==> src/rtl/tas_pkg.sv <==
package tas_pkg;

    typedef enum logic [1:0] {
        L_IDLE      = 2'd0,
        L_WAIT_FALL = 2'd1,
        L_DRIVE     = 2'd2,
        L_WAIT_DONE = 2'd3
    } launch_state_e;

    typedef struct packed {
        launch_state_e state;
        logic          done_seen;
    } launch_regs_t;

endpackage

==> src/rtl/tas_divider.sv <==
module tas_divider #(
    parameter int DIV = 8
) (
    input  logic clk,
    input  logic rst_n,
    input  logic align,
    output logic rise_stb,
    output logic fall_stb
);
    localparam int CW   = (DIV > 2) ? $clog2(DIV) : 1;
    localparam int HALF = DIV / 2;

    typedef struct packed {
        logic [CW-1:0] cnt;
    } div_regs_t;

    div_regs_t r_d, r_q;

    always_comb begin
        r_d = r_q;
        if (align) begin
            r_d.cnt = '0;
        end else if (r_q.cnt == CW'(DIV - 1)) begin
            r_d.cnt = '0;
        end else begin
            r_d.cnt = r_q.cnt + CW'(1);
        end
    end

    always_ff @(posedge clk or negedge rst_n) begin
        if (!rst_n) begin
            r_q <= '0;
        end else begin
            r_q <= r_d;
        end
    end

    assign rise_stb = (r_q.cnt == '0) && !align;
    assign fall_stb = (r_q.cnt == CW'(HALF)) && !align;

endmodule

==> src/rtl/tas_launch.sv <==
module tas_launch
    import tas_pkg::*;
(
    input  logic clk,
    input  logic rst_n,
    input  logic trig_req,
    input  logic fall_stb,
    input  logic issued,
    output logic drive
);
    launch_regs_t r_d, r_q;

    always_comb begin
        r_d = r_q;
        unique case (r_q.state)
            L_IDLE: begin
                r_d.done_seen = 1'b0;
                if (trig_req) begin
                    r_d.state = L_WAIT_FALL;
                end
            end
            L_WAIT_FALL: begin
                if (fall_stb) begin
                    r_d.state = L_DRIVE;
                end
            end
            L_DRIVE: begin
                if (issued) begin
                    r_d.done_seen = 1'b1;
                end
                if (fall_stb) begin
                    r_d.state = (r_q.done_seen || issued) ? L_IDLE : L_WAIT_DONE;
                end
            end
            L_WAIT_DONE: begin
                if (issued) begin
                    r_d.state = L_IDLE;
                end
            end
            default: r_d.state = L_IDLE;
        endcase
    end

    always_ff @(posedge clk or negedge rst_n) begin
        if (!rst_n) begin
            r_q <= '{state: L_IDLE, done_seen: 1'b0};
        end else begin
            r_q <= r_d;
        end
    end

    assign drive = (r_q.state == L_DRIVE);

endmodule

==> src/rtl/tas_capture.sv <==
module tas_capture #(
    parameter int DELAY = 3
) (
    input  logic clk,
    input  logic rst_n,
    input  logic rise_stb,
    input  logic line_in,
    output logic fire
);
    localparam int DW = (DELAY > 1) ? $clog2(DELAY + 1) : 1;

    typedef struct packed {
        logic          prev;
        logic          armed;
        logic [DW-1:0] dly;
        logic          fire;
    } cap_regs_t;

    cap_regs_t r_d, r_q;
    logic      hit;

    assign hit = rise_stb && line_in && !r_q.prev && !r_q.armed;

    generate
        if (DELAY <= 1) begin : g_direct
            always_comb begin
                r_d       = r_q;
                r_d.fire  = hit;
                r_d.armed = 1'b0;
                r_d.dly   = '0;
                if (rise_stb) begin
                    r_d.prev = line_in;
                end
            end
        end else begin : g_count
            always_comb begin
                r_d      = r_q;
                r_d.fire = 1'b0;
                if (rise_stb) begin
                    r_d.prev = line_in;
                end
                if (r_q.armed) begin
                    r_d.dly = r_q.dly - DW'(1);
                    if (r_q.dly == DW'(1)) begin
                        r_d.fire  = 1'b1;
                        r_d.armed = 1'b0;
                    end
                end
                if (hit) begin
                    r_d.armed = 1'b1;
                    r_d.dly   = DW'(DELAY - 1);
                end
            end
        end
    endgenerate

    always_ff @(posedge clk or negedge rst_n) begin
        if (!rst_n) begin
            r_q <= '0;
        end else begin
            r_q <= r_d;
        end
    end

    assign fire = r_q.fire;

endmodule

==> src/rtl/trig_align_sync.sv <==
module trig_align_sync #(
    parameter int DIV   = 8,
    parameter int DELAY = 3
) (
    input  logic clk,
    input  logic rst_n,
    input  logic align,
    input  logic trig_req,
    input  logic line_in,
    output logic line_out,
    output logic trig_out
);
    logic rise_stb;
    logic fall_stb;
    logic fire;

    tas_divider #(.DIV(DIV)) u_div (
        .clk      (clk),
        .rst_n    (rst_n),
        .align    (align),
        .rise_stb (rise_stb),
        .fall_stb (fall_stb)
    );

    tas_launch u_launch (
        .clk      (clk),
        .rst_n    (rst_n),
        .trig_req (trig_req),
        .fall_stb (fall_stb),
        .issued   (fire),
        .drive    (line_out)
    );

    tas_capture #(.DELAY(DELAY)) u_cap (
        .clk      (clk),
        .rst_n    (rst_n),
        .rise_stb (rise_stb),
        .line_in  (line_in),
        .fire     (fire)
    );

    assign trig_out = fire;

endmodule

==> config.mk <==
export PLATFORM = sky130hd
export DESIGN_NAME = trig_align_sync
export DESIGN_NICKNAME = d
export VERILOG_FILES = /design/src/rtl/tas_pkg.sv /design/src/rtl/tas_divider.sv /design/src/rtl/tas_launch.sv /design/src/rtl/tas_capture.sv /design/src/rtl/trig_align_sync.sv
export SDC_FILE = /design/constraint.sdc
export NUM_CORES = 1
export LEC_CHECK = 0
export BUFFER_PORTS_ARGS = -buffer_cell sky130_fd_sc_hd__buf_2
export CORE_MARGIN = 8
export CORE_UTILIZATION = 25
export CTS_CLUSTER_SIZE = 14
export DETAILED_ROUTE_END_ITERATION = 8
export PLACE_DENSITY_LB_ADDON = 0.08
export SETUP_SLACK_MARGIN = 0.1
export SLEW_MARGIN = 30
export SYNTH_ARGS = -nofsm -noshare
export SYNTH_HDL_FRONTEND = slang
export SYNTH_SLANG_ARGS = --single-unit
==> constraint.sdc <==
create_clock -name clk -period 1.8 [get_ports clk]
set_input_delay 0.36 -clock clk [delete_from_list [all_inputs] [get_ports clk]]
set_output_delay 0.36 -clock clk [all_outputs]
set_load 0.01 [all_outputs]
==> results.md <==
- Final Hold Viols: 0
- Synthesized area: 520.5 sq um
- CP Data Required Time: 1.96 ns
- Router iterations before antenna repair: 3
- I/O pin count: 7
- Register Area: 275.3 sq um
- Largest net degree at the start of global routing: 12
- DRC errors left: 0
- Max_cap viols: 0
- Combinational share of power: 0.275
- Worst Path Max Fanout: 3
- PD cells: approximately 1300 mW/mm^2
- RD Place Congestion: 0.6609
- Initial antenna violation count: 0
- Final TNS setup: 0 ns
- Most frequent cells in the layout: 11 x dfrtp_1, 6 x buf_2, 5 x inv_1
- Worst r2r src: u_div.r_q[0]
- Buffer count from post-CTS setup fixing: 0
- Vias after detailed routing: around 340
- Synth Instances: 47
- Synthesis Warnings: 0
- Die area: between 0.003 and 0.004 sq mm
- Register share of total power: 0.506
- # rows: 16
- Status: completed
- Synth cell types: 21
- Clk network pwr share: 0.219
- Critical path type: flip-flop to flip-flop
- Final antenna-violating net count: 0
- Avg Cell Area, Syn: 11.07 sq um
- Die width: 61.63 um
- Share of cells above drive strength 1: 0.2456
- Peak supply drop: approximately 0.00042 V
- Layout Nets: 67
- Core region area: just under 0.002 sq mm
- Layout area overhead: 18.51%
- Final worst path period share: 0.7721
- Final total power: about 0.00078 W
- Switching power: 0.0002480 W
- FMAX: 719.5 MHz
- Worst slew margin: 0.8217
- H-tree levels: 1
- Worst-Skew Late Latency: 0.27 ns
- Crit. End Element: flip-flop
- FF-to-FF End: u_cap.r_q[1]
- Reg2Reg Setup Slack: 0.41 ns
- TritonCTS Buffers: 3
- Hold-critical path depth: 2
- Fin crit period: 1.390 ns
- Hold Path Origin: align
- CTS tree: done
- Sw frac: 0.3179
- Unrepaired setup endpoints after global routing: no
- Worst-margin pin slew: roughly 0.27 ns
- I/O Buffers: 6
- Commonest non-fill, non-tap cell in the layout: dfrtp_1
- FF-to-FF path depth: 5
- Congestion Overflow GR: 0
- Leakage: between 0.2 and 0.3 nW
- Yosys reg bits: 11
- Worst EP arrival: ~1.6 ns
- Footprint of the multi-input gates: 222.7 sq um
- Clock transition at path regs: 0.07 ns
- Total GRT Usage: 0.05840
- Dominant cell type by area after synthesis: dfrtp_1
- Iter 0 DRT Violations: 6
- Layout fillers: 240
- Vias in the first global route: between 300 and 400
- Via density: ~4
- Syn Nets: 56
- Fin. max-slew vios: 0
- Clock buffer depth: 2
- Hpwl dp: 635.8 um
- Startpoint class of the critical path: flip-flop
- Sequential share of the synthesized area: 0.5288
- Top post-synthesis cells by area: dfrtp_1 53%, ha_1 9.6%, nor2b_1 4.8%
- DR WL/cell: about 10 um
- # setup viols final: 0
- Initial Util: 0.2653
- First-pass GRT wire length: 1.559 mm
- Worst hold path class: primary input to flip-flop
- Synth top area share: 0.5288
- Detailed Route WL: 865 um
- Worst Hold Path EP: u_div.r_q[0]
- Clk sinks: 11
- Die height: 61.63 um
- Cell internal pwr: 0.0005320 W
- Root Buffer: clkbuf_4
- Fin Clk Skew: 0.003200 ns
- Diodes inserted: 0
[cell usage after synthesis]
| master | n |
|---|---|
| nand2b_1 | 2 |
| and3b_4 | 1 |
| o22ai_1 | 1 |
| nor2_1 | 3 |
| a21oi_1 | 3 |
| and2_1 | 1 |
| a31oi_1 | 1 |
| nand2_1 | 1 |
| nor3_1 | 1 |
| mux2_2 | 1 |
| inv_1 | 5 |
| a211o_1 | 1 |
| a22o_2 | 1 |
| clkbuf_1 | 1 |
| ha_1 | 4 |
| and2b_2 | 1 |
| o21ai_0 | 2 |
| nor3b_1 | 1 |
| dfrtp_1 | 11 |
| nor3b_2 | 1 |
| nor2b_1 | 4 |
[through the flow]
stage | instance area (sq um) | setup slack, ns | cells | utilization | hold slack (ns)
finish | 616.8 | 0.4101 | 84 | 0.3144 | 0.3025
floorplan | 520.5 | 0.5294 | 47 | - | 0.06441
global route | 616.8 | 0.3005 | 84 | 0.3144 | 0.3081
global placement | 580.6 | 0.3866 | 79 | 0.2959 | 0.2500
detailed placement | 580.6 | 0.4041 | 79 | 0.2959 | 0.2464
CTS | 616.8 | 0.3823 | 84 | 0.3144 | 0.2977
[layer usage]
| metal | part of all wire | vias up | track usage | routed length, um |
|---|---|---|---|---|
| met3 | 0.079 | 0 | 0.04384 | 68 |
| li1 | - | 176 | - | - |
| met5 | 0 | - | 0 | 0 |
| met4 | 0 | 0 | 0.009740 | 0 |
| met2 | 0.41 | 7 | 0.08715 | 357 |
| met1 | 0.51 | 156 | 0.06587 | 440 |
[layout make-up]
type                       count  share of cell area
clock buffer                   4             0.04260
inverter                       5             0.03043
multi-input combinational     30              0.3611
sequential                    11              0.4462
tap                           27             0.05477
timing repair buffer           7             0.06491
[how the worst max path moves through the flow]
stage / from / endpoint / slack, ns / cells past startpoint
6_report: u_div.r_q[0] / u_cap.r_q[1] / 0.41 / 5
2_1_floorplan: u_div.r_q[0] / u_cap.r_q[1] / 0.53 / 5
3_3_place_gp: u_div.r_q[0] / u_cap.r_q[1] / 0.39 / 5
5_1_grt: u_div.r_q[0] / u_cap.r_q[1] / 0.30 / 5
4_1_cts: u_div.r_q[0] / u_cap.r_q[1] / 0.38 / 5
3_5_place_dp: u_div.r_q[0] / u_cap.r_q[1] / 0.40 / 5
[flip-flops by register name, indices dropped and copies added, names as in the netlist]
name          flops
u_div.r_q         3
u_cap.r_q         4
u_cap.fire        1
u_launch.r_q      3
[what timing repair did]
item	4_1_cts	5_1_grt
hold buffers	1	0
hold endpoints to repair	11	0
resized for setup	0	0
[worst max-delay path, cell delays in order, from the launching register on]
cell and delay [ns]:
dfrtp_1 0.40, inv_1 0.06, ha_1 0.16, nor3b_2 0.22, a31oi_1 0.16, mux2_2 0.28
[power by group through the flow]
stage | sequential (W) | clock, W | combinational (W)
3_5_place_dp | 0.000400 | 0 | 0.000216
5_1_grt | 0.000410 | 0.000194 | 0.000249
2_1_floorplan | 0.000374 | 0 | 0.000181
3_3_place_gp | 0.000403 | 0 | 0.000217
4_1_cts | 0.000395 | 0.000179 | 0.000220
6_report | 0.000395 | 0.000171 | 0.000214
[kinds of logic after synthesis]
family | synth area share
compound gates | 0.1082
fa+ha+maj | 0.09616
buf+inv | 0.04327
flops | 0.5288
mux | 0.02163
simple gates | 0.2019
Note: power is estimated with default switching activity, not from simulation.
